**config.mk**
```make
export PLATFORM = sky130hd
export DESIGN_NAME = tmlu_top
export DESIGN_NICKNAME = d
export VERILOG_FILES = /design/src/rtl/tmlu_pkg.sv /design/src/rtl/tmlu_ctrl.sv /design/src/rtl/tmlu_datapath.sv /design/src/rtl/tmlu_top.sv
export SDC_FILE = /design/constraint.sdc
export NUM_CORES = 1
export LEC_CHECK = 0
export BUFFER_PORTS_ARGS = -buffer_cell sky130_fd_sc_hd__buf_2
export CAP_MARGIN = 20
export CORE_MARGIN = 2
export CORE_UTILIZATION = 54
export DETAILED_ROUTE_END_ITERATION = 16
export PLACE_DENSITY = 0.87
export SETUP_SLACK_MARGIN = 0.5
export SYNTH_ARGS = -nofsm -noshare
export SYNTH_HDL_FRONTEND = slang
export SYNTH_SLANG_ARGS = --single-unit
```
**constraint.sdc**
```tcl
create_clock -name clk -period 1.7 [get_ports clk]
set_clock_uncertainty 0.1 [all_clocks]
set_input_delay 0.34 -clock clk [delete_from_list [all_inputs] [get_ports clk]]
set_output_delay 0.34 -clock clk [all_outputs]
set_load 0.1 [all_outputs]
```
**src/rtl/tmlu_pkg.sv**
```systemverilog
package tmlu_pkg;

  localparam int unsigned TT_BITS = 4;

  typedef struct packed {
    logic capture;
    logic flush;
  } tmluStrobes_t;

endpackage

```
**src/rtl/tmlu_ctrl.sv**
```systemverilog
module tmlu_ctrl
  import tmlu_pkg::*;
(
  input  logic         clk,
  input  logic         rst,
  input  logic         inValid,
  output tmluStrobes_t strobes,
  output logic         outValid
);

  always_comb begin
    strobes.flush   = rst;
    strobes.capture = inValid & ~rst;
  end

  always_ff @(posedge clk) begin
    if (rst) outValid <= 1'b0;
    else     outValid <= inValid;
  end

  AST_RESET_VALID: assert property (@(posedge clk) rst |=> !outValid);
  AST_VALID_RISE: assert property (@(posedge clk) disable iff (rst) inValid |=> outValid);
  AST_VALID_IDLE: assert property (@(posedge clk) disable iff (rst) !inValid |=> !outValid);

endmodule

```
**src/rtl/tmlu_datapath.sv**
```systemverilog
module tmlu_datapath
  import tmlu_pkg::*;
#(
  parameter int unsigned XLEN = 32
) (
  input  logic               clk,
  input  tmluStrobes_t       strobes,
  input  logic [XLEN-1:0]    src1,
  input  logic [XLEN-1:0]    src2,
  input  logic [TT_BITS-1:0] funcCode,
  output logic [XLEN-1:0]    result
);

  localparam logic [XLEN-1:0] ALL_ONES = {XLEN{1'b1}};

  logic [XLEN-1:0] nextWord;

  // One truth-table lookup per bit lane.
  for (genvar gi = 0; gi < XLEN; gi++) begin : gLane
    assign nextWord[gi] = funcCode[{src1[gi], src2[gi]}];
  end

  always_ff @(posedge clk) begin
    if (strobes.flush)        result <= '0;
    else if (strobes.capture) result <= nextWord;
  end

  AST_RESET_RESULT: assert property (@(posedge clk) strobes.flush |=> (result == '0));
  AST_HOLD: assert property (@(posedge clk) disable iff (strobes.flush) !strobes.capture |=> $stable(result));
  AST_CLEAR_CODE: assert property (@(posedge clk) disable iff (strobes.flush) (strobes.capture && funcCode == 4'h0) |=> (result == '0));
  AST_SET_CODE: assert property (@(posedge clk) disable iff (strobes.flush) (strobes.capture && funcCode == 4'hF) |=> (result == ALL_ONES));
  AST_AND_CODE: assert property (@(posedge clk) disable iff (strobes.flush) (strobes.capture && funcCode == 4'h8) |=> (result == ($past(src1) & $past(src2))));
  AST_COPY1_CODE: assert property (@(posedge clk) disable iff (strobes.flush) (strobes.capture && funcCode == 4'hC) |=> (result == $past(src1)));

endmodule

```
**src/rtl/tmlu_top.sv**
```systemverilog
module tmlu_top
  import tmlu_pkg::*;
#(
  parameter int unsigned XLEN = 32
) (
  input  logic               clk,
  input  logic               rst,
  input  logic               inValid,
  input  logic [XLEN-1:0]    src1,
  input  logic [XLEN-1:0]    src2,
  input  logic [TT_BITS-1:0] funcCode,
  output logic               outValid,
  output logic [XLEN-1:0]    result
);

  tmluStrobes_t strobes;

  tmlu_ctrl uCtrl (
    .clk      (clk),
    .rst      (rst),
    .inValid  (inValid),
    .strobes  (strobes),
    .outValid (outValid)
  );

  tmlu_datapath #(.XLEN(XLEN)) uData (
    .clk      (clk),
    .strobes  (strobes),
    .src1     (src1),
    .src2     (src2),
    .funcCode (funcCode),
    .result   (result)
  );

endmodule

```
==> results.json, run 1 <==
{
  "stdcell_count": 418,
  "yosysTopAreaCellShare": 0.2373,
  "ant_nets": 0,
  "leakagePower_nw": 1.678,
  "ctsLongestPathBuffers": 2,
  "synth_common_cells": "64 x mux2i_1, 33 x dfxtp_1",
  "final-seq-area_sq_um": 782.0,
  "whs_path_depth": 3,
  "drive_above_1_share": 0.6236,
  "startpoint_type": "register",
  "routed_via_density": 5.854,
  "drtPass1Iterations": 4,
  "finalSetupViolations": 0,
  "clock_power_share": 0.220,
  "worstSkewPairLatency_ns": 0.27,
  "min-delay-start": "src2[30]",
  "antenna_found_initial": 0,
  "crit_required_ns": 1.26,
  "powerDensity_mw_per_mm2": 670.8,
  "relSlewSlack": 0.7319,
  "placed_area_sq_mm": 0.003451,
  "crit_slowest_cell": "dfxtp_4",
  "multi_input_area_sq_mm": 0.001963,
  "die_area_sq_mm": 0.005746,
  "worstPathCellList": "buf_12",
  "rrSetupSlack_ns": 0.54,
  "r2r_start": "uData.result[14]",
  "n_fill_cell": 294,
  "ys_types": 12,
  "ys_ff_latch": 33,
  "grt_pass1_wl_microns": 11350,
  "cts_tree": "done",
  "rsz0062_at_grt": "true",
  "finalCritPeriodShare": 0.7337,
  "core_sq_mm": 0.005042,
  "cts.clk_slew.worst_paths_ns": 0.07,
  "rr_endpoint": "uData.result[14]",
  "drv_cap": 0,
  "h-tree-depth": 2,
  "wl_per_cell_microns": 17.63,
  "power_switching_w": 0.001082,
  "seq_power_share": 0.323,
  "grt_start_max_net_pins": 50,
  "die_x_microns": 75.80,
  "r2r_cells": 3,
  "area_delta_synth_final_pct": 47.82,
  "async_flop_share": 0,
  "portBuffers": 103,
  "vias": 2447,
  "syn_inst": 258,
  "status": "finished, final reports clean",
  "arrival_ns": 0.81,
  "slew_viol_final": 0,
  "cts-buffers-inserted": 5,
  "yosysMostFrequentCell": "mux2i_1",
  "fin_tns_setup_ns": 0,
  "remaining_drc_errors": 0,
  "hold_path_end": "uData.result[30]",
  "post-dp-hpwl_microns": 4339,
  "worstPathBufferInverterCount": 1,
  "synth_top_area_cell": "dfxtp_1",
  "period_needed_ns": 1.247,
  "routabilityCongestion": 0.7194,
  "grt_pass1_vias": 2346,
  "fp.dieH_microns": 75.80,
  "grt_remaining_overflow": 0,
  "critical_path_class": "reg2out",
  "dr.first_iter.drc_count": 95,
  "peakVddDrop_uv": 493.1,
  "p_int_w": 0.001678,
  "min_path_type": "in2reg",
  "critPathMaxStageDelay_ns": 0.37,
  "initial_core_util": 0.5521,
  "combPwrFrac": 0.457,
  "p_sw_frac": 0.3922,
  "synth_edf_count": 0,
  "core.rowCount": 26,
  "cts-root-buf": "clkbuf_8",
  "ios": 104,
  "cp_top_family": "flip-flops",
  "grtUsageTotal": 0.2573,
  "seq_area_frac_synth": 0.2373,
  "worstPathMaxFanout": 2,
  "diodes": 0,
  "drt_wl_total_microns": 7370,
  "worstSetupEndpointType": "output port",
  "final_nets": 418,
  "synth.yosys.warnings": 0,
  "final_area_sq_mm": 0.004115,
  "syn_nets": 329,
  "tightest_slew_ns": 0.4021,
  "synth_area_per_cell_sq_um": 10.79,
  "dp_cells": 406,
  "synth_flop_cell": "dfxtp_1",
  "hold_violations": 0,
  "fmax_ghz": 0.8018,
  "synth.area.top_cells": "dfxtp_1 24%, mux2i_1 23%, o221ai_2 17%, or3b_1 10%, or3b_2 10%",
  "syn_area_sq_mm": 0.002784,
  "cts.sinks": 33,
  "cts_hold_buffers": 0
}
flip-flops by register name (all words and copies together) (netlist names):
| name | cells |
|---|---|
| uData.result | 32 |
| uCtrl.outValid | 1 |
timing repair:
action | 4_1_cts | 5_1_grt
gates cloned | 1 | 0
endpoints found under the setup margin | 62 | 61
resized for setup | 137 | 5
setup buffers | 1 | 2
layout by cell type, fill, tap and decap left out, types with 6 or more instances in the layout:
master    synthesis  routed
clkbuf_8          0       6
dfxtp_4           0      32
buf_12            0      37
o221ai_2         32      32
nand3b_1         32      32
or3b_4            0      14
mux2i_1          64      64
or3b_1           32      32
or3b_2           32      18
buf_2            12      66
cell type report:
class / count / share of cell area
multi-input cells: 193 / 0.4770
repair buffers: 114 / 0.2898
flip-flops and latches: 33 / 0.1900
clock buffers: 8 / 0.02189
well taps: 70 / 0.02128
logic make-up after synthesis:
group | synth area share
buffers and inverters | 0.07011
and+or+nand+nor | 0.2899
AOI/OAI and AO/OA | 0.1726
DFF | 0.2373
muxes | 0.2301
stage by stage:
step | power (W) | util | hold slack (ns) | worst slack [ns]
final | 0.002760 | 0.8161 | 0.2803 | 0.4528
after global routing | 0.002878 | 0.8161 | 0.2830 | 0.4245
after CTS | 0.002765 | 0.8102 | 0.2762 | 0.4400
after detailed placement | 0.001906 | 0.6844 | 0.5225 | 0.1246
after global placement | 0.001891 | 0.6844 | 0.5198 | 0.1868
after floorplan | 0.001683 | - | 0.4365 | 0.4281
power groups by stage:
stage | Combinational, W | Sequential, W | Clock, W
finish | 0.00126 | 0.000892 | 0.000608
global route | 0.00132 | 0.000898 | 0.000665
CTS | 0.00124 | 0.000892 | 0.000630
detailed placement | 0.00104 | 0.000870 | 0
global placement | 0.00102 | 0.000869 | 0
floorplan | 0.000369 | 0.00131 | 0
how the worst max path moves through the flow:
| stage | end | depth (start not counted) | startpoint | slack [ns] |
|---|---|---|---|---|
| floorplan | uData.result[11] | 4 | rst | 0.43 |
| detailed placement | uData.result[14] | 4 | inValid | 0.12 |
| global route | result[24] | 1 | uData.result[24] | 0.42 |
| finish | result[7] | 1 | uData.result[7] | 0.45 |
| CTS | result[29] | 1 | uData.result[29] | 0.44 |
| global placement | uData.result[18] | 4 | inValid | 0.19 |
per-layer routing:
layer,vias to the layer above,GRT usage,part of all wire
met2,79,0.4579,0.51
met4,0,0.04678,0.0023
met5,-,0,0
li1,1193,-,-
met3,2,0.04762,0.057
met1,1173,0.3253,0.43
worst register-to-register path: stages, from the launching register on:
cell and delay (ns):
dfxtp_4 0.36, buf_4 0.10, or3b_2 0.45, o221ai_2 0.07
No activity file was read; power rests on OpenSTA's default activity.
==> run 2, diff against run 1 <==
Settings changed: ABC_AREA set to 1, CORE_UTILIZATION 54 to 43, PLACE_DENSITY 0.87 to 0.77.
Clock period 1.7 ns to 1 ns, I/O delays scaled along.
==> run 2 against run 1 <==
The flow now stops in 4_1_cts. Area after synthesis down 17%. Synthesized cell count increased by 62%.
==> results.json, run 2 <==
{
  "status": "aborted with a tool error",
  "lastStage": "4_1_cts",
  "stop_error": "[ERROR DPL-0033] detailed placement checks failed during check placement.",
  "fp.dieH_microns": 77.19,
  "die_x_microns": 77.19,
  "h-tree-depth": 2,
  "synth_fa_ha_area_frac": 0,
  "portBuffers": 103,
  "synth_edf_count": 0,
  "synth_common_cells": "210 x nand2_1, 64 x nand3_1, 41 x inv_1",
  "synth_top_area_cell": "nand2_1",
  "yosys.area_share.simple": 0.5356,
  "dp_cells": 587,
  "synth.area.top_cells": "nand2_1 34%, dfxtp_1 29%, nand3_1 14%, inv_1 6.7%, a21oi_1 5.4%",
  "synth_top_family_by_area": "simple AND/OR/NAND/NOR gates",
  "ctsResizeCount": 158,
  "synth-compound-area-share": 0.05432,
  "syn_nets": 490,
  "async_flop_share": 0,
  "cts.sinks": 33,
  "cts_hold_buffers": 0,
  "initial_core_util": 0.4481,
  "synth_area_per_cell_sq_um": 5.498,
  "yosys.area_share.xor_xnor": 0,
  "yosysMostFrequentCell": "nand2_1",
  "synth_flop_cell": "dfxtp_1",
  "placed_area_sq_mm": 0.003827,
  "post-dp-hpwl_microns": 5788,
  "ios": 104,
  "synth.yosys.warnings": 0,
  "syn_inst": 419,
  "ys_ff_latch": 33,
  "ys_types": 12,
  "core.rowCount": 26,
  "seq_area_frac_synth": 0.2868,
  "cts-buffers-inserted": 5,
  "cts_setup_buffers": 30,
  "syn_area_sq_mm": 0.002303,
  "pre_cts_slack_ns": -0.09344,
  "cts-root-buf": "clkbuf_8",
  "ctsLongestPathBuffers": 2,
  "yosysTopAreaCellShare": 0.3422,
  "routabilityCongestion": 0.8368,
  "synthMuxAreaShare": 0
}
==> run 2: cell types whose count changed after synthesis, moves of 14 or more <==
| cell | change |
|---|---|
| or3b_2 | -32 |
| a21oi_1 | +25 |
| or3b_1 | -32 |
| nand2_1 | +210 |
| nor2_1 | +14 |
| o221ai_2 | -32 |
| nand3b_1 | -25 |
| nand3_1 | +64 |
| mux2i_1 | -64 |
| inv_1 | +41 |
==> run 2: cell families after synthesis <==
kind of cell,Yosys count
AOI/OAI and AO/OA,25
DFF,33
buffers and inverters,65
and+or+nand+nor,296
==> run 2: stage by stage <==
step | utilization | setup TNS (ns)
global placement | 0.7446 | -0.4928
detailed placement | 0.7446 | -1.544
floorplan | - | 0
==> run 3, diff against run 2 <==
Settings changed: CORE_UTILIZATION 43 to 40, PLACE_DENSITY 0.77 to not set, PLACE_DENSITY_LB_ADDON set to 0.15, SETUP_SLACK_MARGIN 0.5 to not set.
Clock period 1 ns to 1.3 ns, I/O delays scaled along.
==> run 3 against run 2 <==
The run now ends clean. Synthesized cell count did not move. Area after synthesis unchanged.
==> results.json, run 3 <==
{
  "grt_start_max_net_pins": 33,
  "tightest_slew_ns": 0.4574,
  "worstSetupEndpointType": "output port",
  "synth.area.top_cells": "nand2_1 34%, dfxtp_1 29%, nand3_1 14%, inv_1 6.7%, a21oi_1 5.4%",
  "hold_slack_ns": 0.2144,
  "final_area_sq_mm": 0.003568,
  "cp_top_family": "flip-flops",
  "die_area_sq_mm": 0.006382,
  "routabilityCongestion": 0.7834,
  "worstPathBufferInverterCount": 1,
  "finalCritPeriodShare": 0.9140,
  "final_nets": 590,
  "drt_wl_total_microns": 7033,
  "arrival_ns": 0.83,
  "r2r_cells": 4,
  "routed_via_density": 4.885,
  "drive_above_1_share": 0.3038,
  "stdcell_count": 592,
  "crit_slowest_cell": "dfxtp_2",
  "synth_edf_count": 0,
  "whs_path_depth": 5,
  "worstPathMaxFanout": 2,
  "critical_path_class": "reg2out",
  "remaining_drc_errors": 0,
  "synth_common_cells": "210 x nand2_1, 64 x nand3_1, 41 x inv_1",
  "syn_nets": 490,
  "ctsResizeCount": 0,
  "grt_pass1_wl_microns": 11870,
  "placed_area_sq_mm": 0.003467,
  "vias": 2892,
  "diodes": 0,
  "area_delta_synth_final_pct": 54.92,
  "core_sq_mm": 0.005540,
  "cts.sinks": 33,
  "regMostFlops": "uData.result",
  "powerDensity_mw_per_mm2": 979.3,
  "seq_area_frac_synth": 0.2868,
  "hold_path_end": "uData.result[15]",
  "initial_core_util": 0.4158,
  "syn_area_sq_mm": 0.002303,
  "dp_cells": 584,
  "post-dp-hpwl_microns": 5106,
  "worstPathCellList": "buf_12",
  "cts_tree": "done",
  "synth_top_area_cell": "nand2_1",
  "rsz0062_at_grt": "false",
  "cts-buffers-inserted": 5,
  "slew_viol_final": 0,
  "leakagePower_nw": 2.005,
  "synth_area_per_cell_sq_um": 5.498,
  "antenna_found_initial": 0,
  "cts.clk_slew.worst_paths_ns": 0.07,
  "die_x_microns": 79.89,
  "ant_nets": 0,
  "ys_types": 12,
  "ys_ff_latch": 33,
  "worstSkewPairLatency_ns": 0.27,
  "synth.yosys.warnings": 0,
  "rr_endpoint": "uData.result[20]",
  "largest_reg_flops": 32,
  "cts_hold_buffers": 0,
  "grtUsageTotal": 0.2283,
  "synth_flop_cell": "dfxtp_1",
  "cts_setup_buffers": 0,
  "fmax_ghz": 0.8416,
  "core.rowCount": 27,
  "min-delay-start": "src1[15]",
  "async_flop_share": 0,
  "portBuffers": 103,
  "yosysMostFrequentCell": "nand2_1",
  "critPathMaxStageDelay_ns": 0.37,
  "relSlewSlack": 0.6947,
  "r2r_start": "uData.result[20]",
  "grt_pass1_vias": 2812,
  "crit_required_ns": 0.94,
  "fp.dieH_microns": 79.89,
  "status": "finished, final reports clean",
  "ios": 104,
  "startpoint_type": "register",
  "drtPass1Iterations": 4,
  "syn_inst": 419,
  "dr.first_iter.drc_count": 169,
  "layout_common_cells": "210 x nand2_1, 70 x buf_2, 64 x nand3_1",
  "min_path_type": "in2reg",
  "drv_cap": 0,
  "yosysTopAreaCellShare": 0.3422,
  "finalSetupViolations": 0,
  "cts-root-buf": "clkbuf_8",
  "ctsLongestPathBuffers": 2,
  "n_fill_cell": 525,
  "fin_tns_setup_ns": 0,
  "peakVddDrop_uv": 508.0,
  "rrSetupSlack_ns": 0.52,
  "period_needed_ns": 1.188,
  "reg_top3": "uData.result x32, uCtrl.outValid x1",
  "hold_violations": 0,
  "wl_per_cell_microns": 11.88,
  "grt_remaining_overflow": 0,
  "final_common_cell": "nand2_1",
  "h-tree-depth": 2
}
[run 3: cell counts after synthesis]
Identical to the previous run, type by type.
[run 3: layer usage]
metal,GRT usage,routed length (microns)
met5,0,0
met4,0.05763,70
met3,0.03394,441
met2,0.4292,3637
met1,0.2675,2884
[run 3: area by class of cell]
type	instances	area (sq um)	area share
Multi-Input combinational cell	321	1359	0.3808
Timing Repair Buffer	113	1149	0.3219
Sequential cell	33	700.7	0.1964
Inverter	45	168.9	0.04734
Clock buffer	7	96.34	0.02700
Tap cell	72	90.09	0.02525
Clock inverter	1	5.005	0.001403
[run 3: power by group]
| part | switching [W] | internal (W) |
|---|---|---|
| Clock | 0.000355 | 0.000478 |
| Sequential | 0.0000854 | 0.00110 |
| Combinational | 0.000931 | 0.000542 |
| Total | 0.00137 | 0.00212 |
[run 3: cell families (layout without fill, tap and decap cells)]
logic type / after synthesis / in the layout / synth area share
AOI/OAI and AO/OA: 25 / 25 / 0.05432
buffers and inverters: 65 / 166 / 0.1233
DFF: 33 / 33 / 0.2868
and+or+nand+nor: 296 / 296 / 0.5356
[run 3: worst max-delay path by stage]
| stage | start | to | cells past startpoint |
|---|---|---|---|
| finish | uData.result[16] | result[16] | 1 |
| global route | uCtrl.outValid | outValid | 1 |
| detailed placement | funcCode[0] | uData.result[23] | 8 |
| CTS | uData.result[16] | result[16] | 1 |
| global placement | funcCode[0] | uData.result[21] | 8 |
| floorplan | uCtrl.outValid | outValid | 0 |
[run 3: worst register-to-register path, cell delays in order, from the launching register on]
cell and delay [ns]:
dfxtp_2 0.34, nor2_1 0.10, nor2_1 0.04, nand2_1 0.06, inv_1 0.04
[run 3: per-stage QoR]
step                power, W  setup slack (ns)    util
global placement    0.002661            0.1274  0.6258
detailed placement  0.002686           0.09562  0.6258
floorplan           0.002087           0.03102       -
CTS                 0.003529            0.1078  0.6441
global route        0.003659           0.09516  0.6441
finish              0.003495            0.1118  0.6441
==> run 4, diff against run 3 <==
Settings changed: MAX_ROUTING_LAYER set to met4.
==> run 4 against run 3 <==
Clock power barely moved. Die area unchanged. First-iteration DRC count is 6.5% higher. Register-to-register slack is essentially flat. Critical path type unchanged. Critical endpoint unchanged. Largest power group unchanged.
==> results.json, run 4 (same netlist as run 3, synthesis figures left out) <==
{
  "antenna_found_initial": 0,
  "vias": 2900,
  "ant_nets": 0,
  "period_needed_ns": 1.187,
  "crit_required_ns": 0.94,
  "cts_hold_buffers": 0,
  "ctsLongestPathBuffers": 2,
  "drive_above_1_share": 0.3038,
  "final_common_cell": "nand2_1",
  "worstPathCellList": "buf_12",
  "die_x_microns": 79.89,
  "arrival_ns": 0.83,
  "finalSetupViolations": 0,
  "drv_cap": 0,
  "grtUsageTotal": 0.2344,
  "worstPathBufferInverterCount": 1,
  "wl_per_cell_microns": 11.90,
  "min-delay-start": "src1[15]",
  "fmax_ghz": 0.8421,
  "min_path_type": "in2reg",
  "portBuffers": 103,
  "clock_power_share": 0.239,
  "core.rowCount": 27,
  "status": "finished, final reports clean",
  "critPathCapture": "result[16]",
  "dp_cells": 584,
  "powerDensity_mw_per_mm2": 979.9,
  "critPathMaxStageDelay_ns": 0.37,
  "r2r_cells": 4,
  "leakagePower_nw": 2.005,
  "h-tree-depth": 2,
  "cts_setup_buffers": 0,
  "cp_top_family": "flip-flops",
  "setup_ws_ns": 0.1126,
  "grt_pass1_wl_microns": 11860,
  "worstSetupEndpointType": "output port",
  "p_int_w": 0.002123,
  "cts.clk_slew.worst_paths_ns": 0.07,
  "grt_pass1_vias": 2813,
  "use_met3": 0.02941,
  "power_switching_w": 0.001374,
  "reg_top3": "uData.result x32, uCtrl.outValid x1",
  "routabilityCongestion": 0.7943,
  "cts-buffers-inserted": 5,
  "diodes": 0,
  "peakVddDrop_uv": 507.7,
  "seq_power_share": 0.340,
  "grt_use_met1": 0.2703,
  "remaining_drc_errors": 0,
  "ctsResizeCount": 0,
  "worstSetupStartpoint": "uData.result[16]",
  "drtPass1Iterations": 5,
  "die_area_sq_mm": 0.006382,
  "final_nets": 590,
  "r2r_start": "uData.result[20]",
  "cp_num_cells": 1,
  "ios": 104,
  "layout_common_cells": "210 x nand2_1, 70 x buf_2, 64 x nand3_1",
  "total_power_w": 0.003497,
  "relSlewSlack": 0.6960,
  "hold_violations": 0,
  "largest_reg_flops": 32,
  "met2_usage": 0.4292,
  "finalCritPeriodShare": 0.9134,
  "cts.sinks": 33,
  "cts-root-buf": "clkbuf_8",
  "pre_cts_slack_ns": 0.09562,
  "rrSetupSlack_ns": 0.52,
  "drt_wl_total_microns": 7043,
  "fp.dieH_microns": 79.89,
  "tightest_slew_ns": 0.4553,
  "stdcell_count": 592,
  "regMostFlops": "uData.result",
  "routed_via_density": 4.899,
  "startpoint_type": "register",
  "slew_viol_final": 0,
  "area_delta_synth_final_pct": 54.92,
  "p_sw_frac": 0.3928,
  "grt_start_max_net_pins": 33,
  "initial_core_util": 0.4158,
  "cts_tree": "done",
  "critical_path_class": "reg2out",
  "worstPathMaxFanout": 2,
  "rr_endpoint": "uData.result[20]",
  "dr.first_iter.drc_count": 180,
  "core_sq_mm": 0.005540,
  "worstSkewPairLatency_ns": 0.27,
  "fin_tns_setup_ns": 0,
  "crit_slowest_cell": "dfxtp_2",
  "grt_remaining_overflow": 0,
  "combPwrFrac": 0.421,
  "post-dp-hpwl_microns": 5106,
  "grt-busiest-layer": "met2",
  "rsz0062_at_grt": "false"
}
## run 4: cell counts in the layout (fill, tap and decap cells not counted)
No cell type changed its count.
## run 4: through the flow
step	utilization	cell area [sq um]	hold WS [ns]
detailed placement	0.6258	3467	0.3792
finish	0.6441	3568	0.2147
global placement	0.6258	3467	0.3740
floorplan	-	2344	0.3646
CTS	0.6441	3568	0.2095
global route	0.6441	3568	0.2357
## run 4: final cells by class
cell class	instances	area (sq um)
fillers	525	1972
well taps	72	90.09
clock buffers	7	96.34
flip-flops and latches	33	700.7
inverters	45	168.9
clock inverters	1	5.005
repair buffers	113	1149
multi-input cells	321	1359
## run 4: worst min path at each step
| stage | end | slack (ns) | cells past startpoint |
|---|---|---|---|
| detailed placement | uData.result[28] | 0.38 | 2 |
| global placement | uData.result[14] | 0.37 | 2 |
| CTS | uData.result[25] | 0.21 | 5 |
| global route | uData.result[17] | 0.24 | 5 |
| floorplan | uData.result[19] | 0.36 | 4 |
| finish | uData.result[15] | 0.21 | 5 |
## run 4: layer usage
layer,wire [microns],vias to the layer above,share of wire
met5,0,-,0
met4,77,0,0.011
met3,424,9,0.060
met2,3617,102,0.51
met1,2922,1294,0.41
li1,-,1495,-
## run 4: power by group through the flow
stage	clock [W]	combinational [W]	sequential, W
finish	0.000835	0.00147	0.00119
global route	0.000882	0.00158	0.00120
CTS	0.000861	0.00148	0.00119
floorplan	0	0.000389	0.00170
global placement	0	0.00145	0.00121
detailed placement	0	0.00148	0.00121
## run 4: worst min-delay path, delay by kind of cell
family | cells | cell delay (ns)
and+or+nand+nor | 4 | 0.21
buffers and inverters | 1 | 0.09
